File: src/rtl/smb_status_gate.sv
module smb_status_gate #(
  parameter int NUM_SLOTS = 8,
  localparam int SW = (NUM_SLOTS > 1) ? $clog2(NUM_SLOTS) : 1
) (
  input  logic          clk,
  input  logic          cold_rst_n,
  input  logic          warm_rst_n,
  input  logic          soft_rst,
  input  logic          poll_en,
  input  logic          rd_issue,
  input  logic          wr_issue,
  input  logic          eng_done,
  input  logic          eng_nack,
  output logic          eng_start,
  output logic [1:0]    eng_op,
  output logic [SW-1:0] poll_slot,
  output logic          rd_valid,
  output logic          wr_done,
  output logic          err,
  output logic          busy,
  output logic          overrun
);
  localparam logic [1:0] OP_NONE = 2'b00;
  localparam logic [1:0] OP_RD   = 2'b01;
  localparam logic [1:0] OP_WR   = 2'b10;
  localparam logic [1:0] OP_POLL = 2'b11;
  localparam logic [SW-1:0] LAST = SW'(NUM_SLOTS - 1);

  logic [1:0] cur_op;

  wire rst_any = !cold_rst_n || !warm_rst_n;
  wire manual  = rd_issue || wr_issue;
  wire open_gate = !rst_any && !soft_rst && !busy;
  wire accept  = open_gate && manual;
  wire poll_go = open_gate && !manual && poll_en && !err;
  wire finish  = busy && eng_done && !soft_rst;
  wire fin_ok  = finish && !eng_nack;

  assign eng_start = accept || poll_go;
  assign eng_op    = !eng_start ? OP_NONE :
                     rd_issue   ? OP_RD   :
                     wr_issue   ? OP_WR   : OP_POLL;

  always_ff @(posedge clk) begin
    if (!cold_rst_n) begin
      busy   <= 1'b0;
      cur_op <= OP_NONE;
    end else if (warm_rst_n) begin
      if (soft_rst) begin
        busy   <= 1'b0;
        cur_op <= OP_NONE;
      end else if (eng_start) begin
        busy   <= 1'b1;
        cur_op <= eng_op;
      end else if (finish) begin
        busy   <= 1'b0;
        cur_op <= OP_NONE;
      end
    end
  end

  always_ff @(posedge clk) begin
    if (rst_any) begin
      rd_valid  <= 1'b0;
      wr_done   <= 1'b0;
      err       <= 1'b0;
      overrun   <= 1'b0;
      poll_slot <= '0;
    end else begin
      if (eng_start && eng_op == OP_RD)   rd_valid <= 1'b0;
      else if (fin_ok && cur_op == OP_RD) rd_valid <= 1'b1;

      if (eng_start && eng_op == OP_WR)   wr_done <= 1'b0;
      else if (fin_ok && cur_op == OP_WR) wr_done <= 1'b1;

      if (accept)                  err <= 1'b0;
      else if (finish && eng_nack) err <= 1'b1;

      if (manual && busy && !soft_rst) overrun <= 1'b1;

      if (fin_ok && cur_op == OP_POLL)
        poll_slot <= (poll_slot == LAST) ? '0 : poll_slot + 1'b1;
    end
  end

  AST_START_WHEN_IDLE: assert property (@(posedge clk) disable iff (rst_any)
    eng_start |-> !busy);
  AST_BUSY_AFTER_START: assert property (@(posedge clk) disable iff (rst_any)
    eng_start |=> busy);
  AST_DONE_ENDS_BUSY: assert property (@(posedge clk) disable iff (rst_any)
    (busy && eng_done && !soft_rst) |=> !busy);
  AST_SOFT_CLEARS_BUSY: assert property (@(posedge clk) disable iff (rst_any)
    soft_rst |=> !busy);
  AST_ERR_FREEZES_SLOT: assert property (@(posedge clk) disable iff (rst_any)
    err |=> $stable(poll_slot));
  AST_MANUAL_CLEARS_ERR: assert property (@(posedge clk) disable iff (rst_any)
    (eng_start && eng_op != OP_POLL) |=> !err);
  AST_OVERRUN_STICKY: assert property (@(posedge clk) disable iff (rst_any)
    overrun |=> overrun);
  AST_SLOT_IN_RANGE: assert property (@(posedge clk) disable iff (rst_any)
    int'(poll_slot) < NUM_SLOTS);
endmodule

File: config.mk
export PLATFORM = sky130hd
export DESIGN_NAME = smb_status_gate
export DESIGN_NICKNAME = d
export VERILOG_FILES = /design/src/rtl/smb_status_gate.sv
export SDC_FILE = /design/constraint.sdc
export NUM_CORES = 1
export LEC_CHECK = 0
export BUFFER_PORTS_ARGS = -buffer_cell sky130_fd_sc_hd__buf_2
export CAP_MARGIN = 20
export CORE_AREA = 2 2 39 41
export DETAILED_ROUTE_END_ITERATION = 6
export DIE_AREA = 0 0 41 43
export PLACE_DENSITY = 0.64
export REMOVE_ABC_BUFFERS = 1
export SLEW_MARGIN = 20
export SYNTH_ARGS = -nofsm -noshare
export SYNTH_HDL_FRONTEND = slang
export SYNTH_SLANG_ARGS = --single-unit
export TNS_END_PERCENT = 5
File: constraint.sdc
create_clock -name clk -period 2.29 [get_ports clk]
set_input_delay 0.1145 -clock clk [delete_from_list [all_inputs] [get_ports clk]]
set_output_delay 0.1145 -clock clk [all_outputs]
set_load 0.01 [all_outputs]
==> impl_metrics.tcl, run 1 <==
set metrics [dict create \
    start_util_pct 35.2 \
    yosysTopAreaCellShare_pct 41.1 \
    num_vias 491 \
    clockBufferDepth 2 \
    yosys_register_bits 10 \
    die_h_um 43 \
    drv_cap 0 \
    final_cell_mix "buf_2, dfxtp_1, nor2_1, inv_1, a21oi_1" \
    slew_headroom_pct 78.9 \
    worstMarginPinSlew_ns 0.313 \
    skew_ns 0.000758 \
    maxSlewViolCount 0 \
    drtPass1Iterations 6 \
    worstReg2RegStart "poll_slot[0]$_SDFFE_PP0P_" \
    layout.nets 90 \
    grt_antenna_before_repair 0 \
    area_growth_syn_to_layout_pct 28.3 \
    cts.reportedPaths.clkPinSlew_ns 0.06 \
    final.setup.tns_ns 0 \
    multi_input_area_sq_um 268 \
    crit_required_ns 2.18 \
    grt_pass1_wl_mm 1.74 \
    ys_types 20 \
    grt_pass1_vias 432 \
    synth_area_sq_um 487 \
    root_buffer "clkbuf_4" \
    grt_usage_pct 14.4 \
    mostFrequentLayoutCell "buf_2" \
    cts_setup_buffers 0 \
    via_per_inst 5.28 \
    wl_per_cell_um 11.7 \
    outcome "finished, final reports clean" \
    die_w_um 41 \
    rsz0062_at_grt "false" \
    max_freq_mhz 625 \
    synth_top_area_cell "dfxtp_1" \
    finalSetupViolations 0 \
    hold_buffers 0 \
    post-route-period-util_pct 69.8 \
    p_leak_nw 0.297 \
    hold_class "in2reg" \
    fill_cells 152 \
    regArea_sq_um 200 \
    drt_iter0_drc 4 \
    synthCells 55 \
    ys_top_cells_by_area "dfxtp_1, a21oi_1, ha_1, o211ai_1, mux2i_1" \
    dp_hpwl_um 833 \
    dp_slack_ns 0.888 \
    min-delay-start "rd_issue" \
    critPathLaunchType "flop" \
    core_sq_um 1380 \
    cts_buffers 3 \
    port_buffers 19 \
    synth_warnings 0 \
    dpl-instance-area_sq_um 602 \
    tritoncts "yes" \
    power-per-cell-area_nw_per_um2 540 \
    drive_gt1_share_pct 31.2 \
    clock_latency_ns 0.26 \
    drt_wl_total_mm 1.09 \
    crit_path_max_fanout 6 \
    cts_resized 0 \
    ctsHtreeMaxLevel 1 \
    die_area_sq_um 1760 \
    grt_max_degree 10 \
    post-route-cell-area_sq_um 624 \
    diodes 0 \
    ios 20 \
    end_kind "primary output" \
    criticalPathCategory "reg2out" \
    final_core_util_pct 45.1 \
    setup_slack_ns 0.691 \
    gp_congestion 0.857 \
    synth.avg_cell_area_sq_um 8.85 \
    drtAntennaViolNets 0 \
    crit_start "err$_SDFFE_PP0P_" \
    clock-sinks 10 \
    crit_arrival_ns 1.48 \
    synth-seq-area-share_pct 41.1 \
    fin_crit_ns 1.60 \
    hold_viol 0 \
    row_count 14 \
    grt-ovfl-total 0 \
    vdd_ir_drop_max_uv 217 \
    worst_hold_slack_ns 0.113 \
    drc 0 \
]
state kept, by name, indices dropped and copies added, names as in the netlist:
signal and count:
err 1, rd_valid 1, poll_slot 3, overrun 1, wr_done 1, cur_op 2, busy 1
layer usage:
| metal | vias to the layer above | global-route usage, % | wire length (um) |
|---|---|---|---|
| li1 | 253 | - | - |
| met1 | 227 | 17.8 | 503 |
| met5 | - | 0 | 0 |
| met4 | 0 | 4.00 | 0 |
| met3 | 0 | 6.28 | 51 |
| met2 | 11 | 21.9 | 533 |
where the power goes:
| part | total [mW] | switching [mW] | internal [mW] |
|---|---|---|---|
| registers | 0.183 | 0.00514 | 0.177 |
| logic | 0.0359 | 0.0205 | 0.0154 |
| clock network | 0.119 | 0.0579 | 0.0607 |
synth_stat cells:
| library cell | n |
|---|---|
| nor2_1 | 5 |
| a31oi_1 | 3 |
| nor2b_1 | 2 |
| a2111o_1 | 1 |
| or4_1 | 1 |
| and2_1 | 1 |
| a211oi_1 | 2 |
| and4bb_2 | 1 |
| mux2i_1 | 2 |
| nand2b_1 | 1 |
| ha_1 | 2 |
| o211ai_1 | 3 |
| o311ai_0 | 1 |
| o21ai_0 | 4 |
| a21oi_1 | 5 |
| nand4bb_2 | 1 |
| inv_1 | 5 |
| dfxtp_1 | 10 |
| nand2_1 | 3 |
| nand3_1 | 2 |
per-stage QoR:
step	std cells	total power, mW
after floorplan	55	0.203
after global placement	90	0.222
after detailed placement	90	0.223
after CTS	93	0.345
after global routing	93	0.355
final	93	0.337
path summary, 6_finish.rpt:
check | to | slack (ns) | depth (start not counted)
max | eng_op[0] | 0.69 | 4
min | rd_valid$_SDFFE_PP0P_ | 0.11 | 2
max reg2reg | poll_slot[0]$_SDFFE_PP0P_ | 0.89 | 4
min reg2reg | overrun$_SDFFE_PP0P_ | 0.45 | 2
final cells by class:
class / count / area share [%]
timing repair buffer: 19 / 15.2
clock buffer: 3 / 3.61
tap: 16 / 3.21
inverter: 5 / 3.01
sequential: 10 / 32.1
multi-input combinational: 40 / 42.9
kinds of logic (layout without fill, tap and decap cells):
group,count (synthesis),in the layout,share of synthesized area [%]
AO/OA/AOI/OAI,19,19,24.9
AND/OR/NAND/NOR,17,17,20.8
flip-flops,10,10,41.1
buffers and inverters,5,27,3.86
adder cells (fa/ha/maj),2,2,5.14
multiplexers,2,2,4.11
worst max-delay path, cell delays in order, from the launching register on:
cell and delay (ns):
dfxtp_1 0.32, nand2b_1 0.14, a2111o_1 0.52, nor2_1 0.12, buf_2 0.13
(Power assumes the default switching activity.)
==> run 2, diff against run 1 <==
ABC_AREA = 1   (was unset)
PLACE_DENSITY = 0.67   (was 0.64)
clock period = 1.6 ns   (was 2.29 ns; I/O delays follow)
==> impl_metrics.tcl, run 2 <==
set metrics [dict create \
    die_area_sq_um 1760 \
    dp_hpwl_um 861 \
    ctsHtreeMaxLevel 1 \
    fin_crit_ns 1.30 \
    critPathLaunchType "flop" \
    rrSetupSlack_ns 0.40 \
    wl_per_cell_um 9.85 \
    stdcell_count 108 \
    cts_resized 0 \
    dpl-instance-area_sq_um 632 \
    largest_reg_flops 3 \
    synth-seq-area-share_pct 38.7 \
    crit_required_ns 1.52 \
    yosysTopAreaCellShare_pct 38.7 \
    clock-sinks 10 \
    clockBufferDepth 2 \
    ys_async_sr_fraction_pct 0 \
    final_cell_mix "buf_2, nand2_1, nor2_1" \
    grt_max_degree 9 \
    hold_class "in2reg" \
    synth_top_area_cell "dfxtp_1" \
    start_util_pct 37.3 \
    hold_viol 0 \
    synth_edf_count 0 \
    finalSetupViolations 0 \
    mostFrequentLayoutCell "buf_2" \
    crit_slowest_cell "dfxtp_1" \
    slew_headroom_pct 77.2 \
    yosys_register_bits 10 \
    vdd_ir_drop_max_uv 272 \
    path_cells "inv_1, nand2_2, nor2_4, nand2_4, a21oi_2, buf_2" \
    grt_usage_pct 14.7 \
    row_count 14 \
    regMostFlops "poll_slot" \
    top_regs "poll_slot (3), cur_op (2)" \
    die_w_um 41 \
    tritoncts "yes" \
    synthFlopType "dfxtp_1" \
    post-route-period-util_pct 81.1 \
    power.internal_uw 368 \
    maxSlewViolCount 0 \
    switchingPower_uw 131 \
    seqPwrFrac_pct 52.6 \
    hold_buffers 0 \
    synth.avg_cell_area_sq_um 7.38 \
    ys_types 16 \
    power-per-cell-area_nw_per_um2 762 \
    max_freq_mhz 771 \
    yosysMostFrequentCell "nand2_1" \
    skew_ns 0.00542 \
    via_per_inst 5.06 \
    port_buffers 19 \
    rsz0062_at_grt "false" \
    ios 20 \
    synth_common_cells "nand2_1, nor2_1, dfxtp_1" \
    power_frac_comb_pct 13.6 \
    area_growth_syn_to_layout_pct 26.6 \
    core_sq_um 1380 \
    cts_setup_buffers 0 \
    synth_area_sq_um 517 \
    dp_cells 105 \
    crit_arrival_ns 1.22 \
    pwr-share-clk_pct 33.8 \
    final.setup.tns_ns 0 \
    clock_latency_ns 0.26 \
    swShare_pct 26.3 \
    drt_iter0_drc 5 \
    setup_slack_ns 0.302 \
    drtPass1Iterations 4 \
    die_h_um 43 \
    worst_hold_slack_ns 0.0735 \
    p_leak_nw 0.336 \
    diodes 0 \
    grt_antenna_before_repair 0 \
    gp_congestion 0.758 \
    synthCells 70 \
    synth_warnings 0 \
    drv_cap 0 \
    drc 0 \
    end_kind "primary output" \
    grt_pass1_vias 467 \
    drtAntennaViolNets 0 \
    crit_path_max_fanout 4 \
    post-route-cell-area_sq_um 654 \
    layout.nets 105 \
    worstMarginPinSlew_ns 0.340 \
    critPathMaxStageDelay_ns 0.33 \
    grt_pass1_wl_mm 1.75 \
    num_vias 547 \
    grt-ovfl-total 0 \
    ys_top_cells_by_area "dfxtp_1, nand2_1, nor2_1, a21oi_1, inv_1" \
    cts.reportedPaths.clkPinSlew_ns 0.06 \
    outcome "finished, final reports clean" \
    root_buffer "clkbuf_4" \
    cts_buffers 3 \
    criticalPathCategory "reg2out" \
    dp_slack_ns 0.433 \
    drt_wl_total_mm 1.06 \
    drive_gt1_share_pct 32.6 \
]
-- run 2: cell type report --
class / count / area (sq um)
Inverter: 9 / 33.8
Timing Repair Buffer: 19 / 95.1
Clock buffer: 3 / 22.5
Fill cell: 150 / 729
Multi-Input combinational cell: 51 / 283
Sequential cell: 10 / 200
Tap cell: 16 / 20.0
-- run 2: stage by stage --
step	total power, mW	utilization, %
after floorplan	0.309	-
after global placement	0.335	45.7
after detailed placement	0.336	45.7
after CTS	0.505	47.3
after global routing	0.528	47.3
final	0.499	47.3
-- run 2: final timing paths --
check                        from                         to  depth (start not counted)
min reg2reg  wr_done$_SDFFE_PP0P_       wr_done$_SDFFE_PP0P_                          2
min                    cold_rst_n     cur_op[1]$_SDFFE_PN0P_                          3
max reg2reg     busy$_SDFFE_PN0P_  poll_slot[2]$_SDFFE_PP0P_                          5
max             busy$_SDFFE_PN0P_                  eng_op[0]                          6
-- run 2: critical path: cells and delay by family, from the launching register on --
kind                   cells  cell delay (ns)
DFF                        1             0.33
and+or+nand+nor            3             0.27
buffers and inverters      2             0.23
AOI/OAI and AO/OA          1             0.12
-- run 2: layer usage --
layer	GRT usage (%)	vias to the layer above	part of all wire [%]
met2	22.5	23	50
li1	-	275	-
met3	3.14	2	6.9
met5	0	-	0
met1	17.3	247	42
met4	10.0	0	1.4
-- run 2: logic make-up after synthesis --
group | synth area share [%]
flops | 38.7
simple gates | 36.8
buf+inv | 6.54
fa+ha+maj | 4.84
compound gates | 13.1
-- run 2: power by group through the flow --
stage          combinational [mW]  clock, mW  sequential (mW)
3_5_place_dp               0.0682          0            0.268
5_1_grt                    0.0759      0.189            0.263
4_1_cts                    0.0687      0.174            0.262
3_3_place_gp               0.0680          0            0.267
6_report                   0.0679      0.168            0.262
2_1_floorplan              0.0411          0            0.268
==> run 3, diff against run 2 <==
clock period = 1.2 ns   (was 1.6 ns; I/O delays follow)
==> impl_metrics.tcl, run 3 (same netlist as run 2, synthesis figures left out) <==
set metrics [dict create \
    outcome "finished, violations left" \
    violations "setup timing" \
    worst_hold_slack_ns 0.0482 \
    grt_max_degree 9 \
    setup_slack_ns -0.0365 \
    diodes 0 \
    grt_pass1_wl_mm 1.78 \
    gp_congestion 0.759 \
    final_core_util_pct 50.8 \
    area_growth_syn_to_layout_pct 36.1 \
    regMostFlops "poll_slot" \
    crit_arrival_ns 1.18 \
    post-route-period-util_pct 103 \
    drv_cap 0 \
    power_uw 692 \
    final_cell_mix "buf_2, nand2_1, nor2_1" \
    fin_crit_ns 1.24 \
    via_per_inst 4.90 \
    port_buffers 19 \
    drtAntennaViolNets 0 \
    row_count 14 \
    hold_buffers 0 \
    worstMarginPinSlew_ns 0.342 \
    rrSetupSlack_ns 0.02 \
    finalSetupViolations 2 \
    whs_path_depth 3 \
    p_leak_nw 0.362 \
    largest_reg_flops 3 \
    final.setup.tns_ns -0.0374 \
    dp_cells 105 \
    stdcell_count 113 \
    ios 20 \
    maxSlewViolCount 0 \
    min-delay-start "cold_rst_n" \
    crit_required_ns 1.14 \
    top_regs "poll_slot (3), cur_op (2)" \
    rsz0062_at_grt "true" \
    rr_endpoint "poll_slot[2]$_SDFFE_PP0P_" \
    clock-sinks 10 \
    drt_wl_total_mm 1.17 \
    die_h_um 43 \
    start_util_pct 37.3 \
    hold_viol 0 \
    core_sq_um 1380 \
    dpl-instance-area_sq_um 632 \
    power-per-cell-area_nw_per_um2 984 \
    grt_usage_pct 14.9 \
    hold_class "in2reg" \
    worstReg2RegStart "busy$_SDFFE_PN0P_" \
    drt_iter0_drc 10 \
    fill_cells 149 \
    drtPass1Iterations 4 \
    slew_headroom_pct 77.1 \
    skew_ns 0.00442 \
    max_freq_mhz 809 \
    seqPwrFrac_pct 50.7 \
    clockBufferDepth 2 \
    root_buffer "clkbuf_4" \
    layout.nets 110 \
    swShare_pct 27.0 \
    reg2regPathDepth 5 \
    clock_latency_ns 0.27 \
    cts.reportedPaths.clkPinSlew_ns 0.06 \
    dp_slack_ns 0.0331 \
    grt_pass1_vias 474 \
    die_w_um 41 \
    post-route-cell-area_sq_um 703 \
    pwr-share-clk_pct 33.1 \
    crit_path_max_fanout 4 \
    dp_hpwl_um 861 \
    end_kind "primary output" \
    cts_buffers 3 \
    drc 0 \
    power.internal_uw 505 \
    tritoncts "yes" \
    hold_path_end "cur_op[1]$_SDFFE_PN0P_" \
    critPathLaunchType "flop" \
    mostFrequentLayoutCell "buf_2" \
    grt-ovfl-total 0 \
    vdd_ir_drop_max_uv 587 \
    criticalPathCategory "reg2out" \
    die_area_sq_um 1760 \
    grt_antenna_before_repair 0 \
    power_frac_comb_pct 16.1 \
    drive_gt1_share_pct 38.1 \
    wl_per_cell_um 10.3 \
    switchingPower_uw 187 \
    num_vias 554 \
    ctsHtreeMaxLevel 1 \
]
## run 3: final cells by class
| class | count | area (sq um) | area share (%) |
|---|---|---|---|
| multi-input cells | 51 | 288 | 40.9 |
| flip-flops and latches | 10 | 204 | 29.0 |
| inverters | 9 | 36.3 | 5.16 |
| well taps | 16 | 20.0 | 2.85 |
| repair buffers | 24 | 133 | 18.9 |
| clock buffers | 3 | 22.5 | 3.20 |
## run 3: critical path, cell delays in order, from the launching register on
cell     delay (ns)
dfxtp_4        0.36
inv_4          0.06
nand2_4        0.05
nor2_4         0.10
nand2_4        0.06
a21oi_2        0.12
buf_2          0.14
## run 3: power groups by stage
stage,Clock [mW],Sequential (mW),Combinational [mW]
floorplan,0,0.357,0.0548
global route,0.253,0.352,0.122
detailed placement,0,0.357,0.0909
global placement,0,0.356,0.0907
CTS,0.232,0.350,0.0988
finish,0.229,0.351,0.112
## run 3: what timing repair did
item | in CTS | in global routing
pin swaps | 2 | 1
resized for setup | 2 | 3
setup endpoints to repair | 2 | 6
hold endpoints to repair | 0 | 0
buffers inserted | 2 | 3
## run 3: how the worst max path moves through the flow
stage	end	slack [ns]	depth (start not counted)	startpoint
2_1_floorplan	poll_slot[0]$_SDFFE_PP0P_	0.09	5	busy$_SDFFE_PN0P_
5_1_grt	eng_op[0]	-0.1	6	busy$_SDFFE_PN0P_
3_3_place_gp	poll_slot[1]$_SDFFE_PP0P_	0.08	5	busy$_SDFFE_PN0P_
6_report	eng_op[0]	-0.04	6	busy$_SDFFE_PN0P_
4_1_cts	eng_op[0]	-0.07	6	busy$_SDFFE_PN0P_
3_5_place_dp	poll_slot[2]$_SDFFE_PP0P_	0.03	5	busy$_SDFFE_PN0P_
## run 3: routing by layer
layer,vias up,GRT usage (%),routed length [um],share of wire (%)
met5,-,0,0,0
met2,15,22.8,584,50
met4,0,10.0,21,1.8
met3,2,3.14,56,4.8
met1,252,17.6,507,43
li1,285,-,-,-
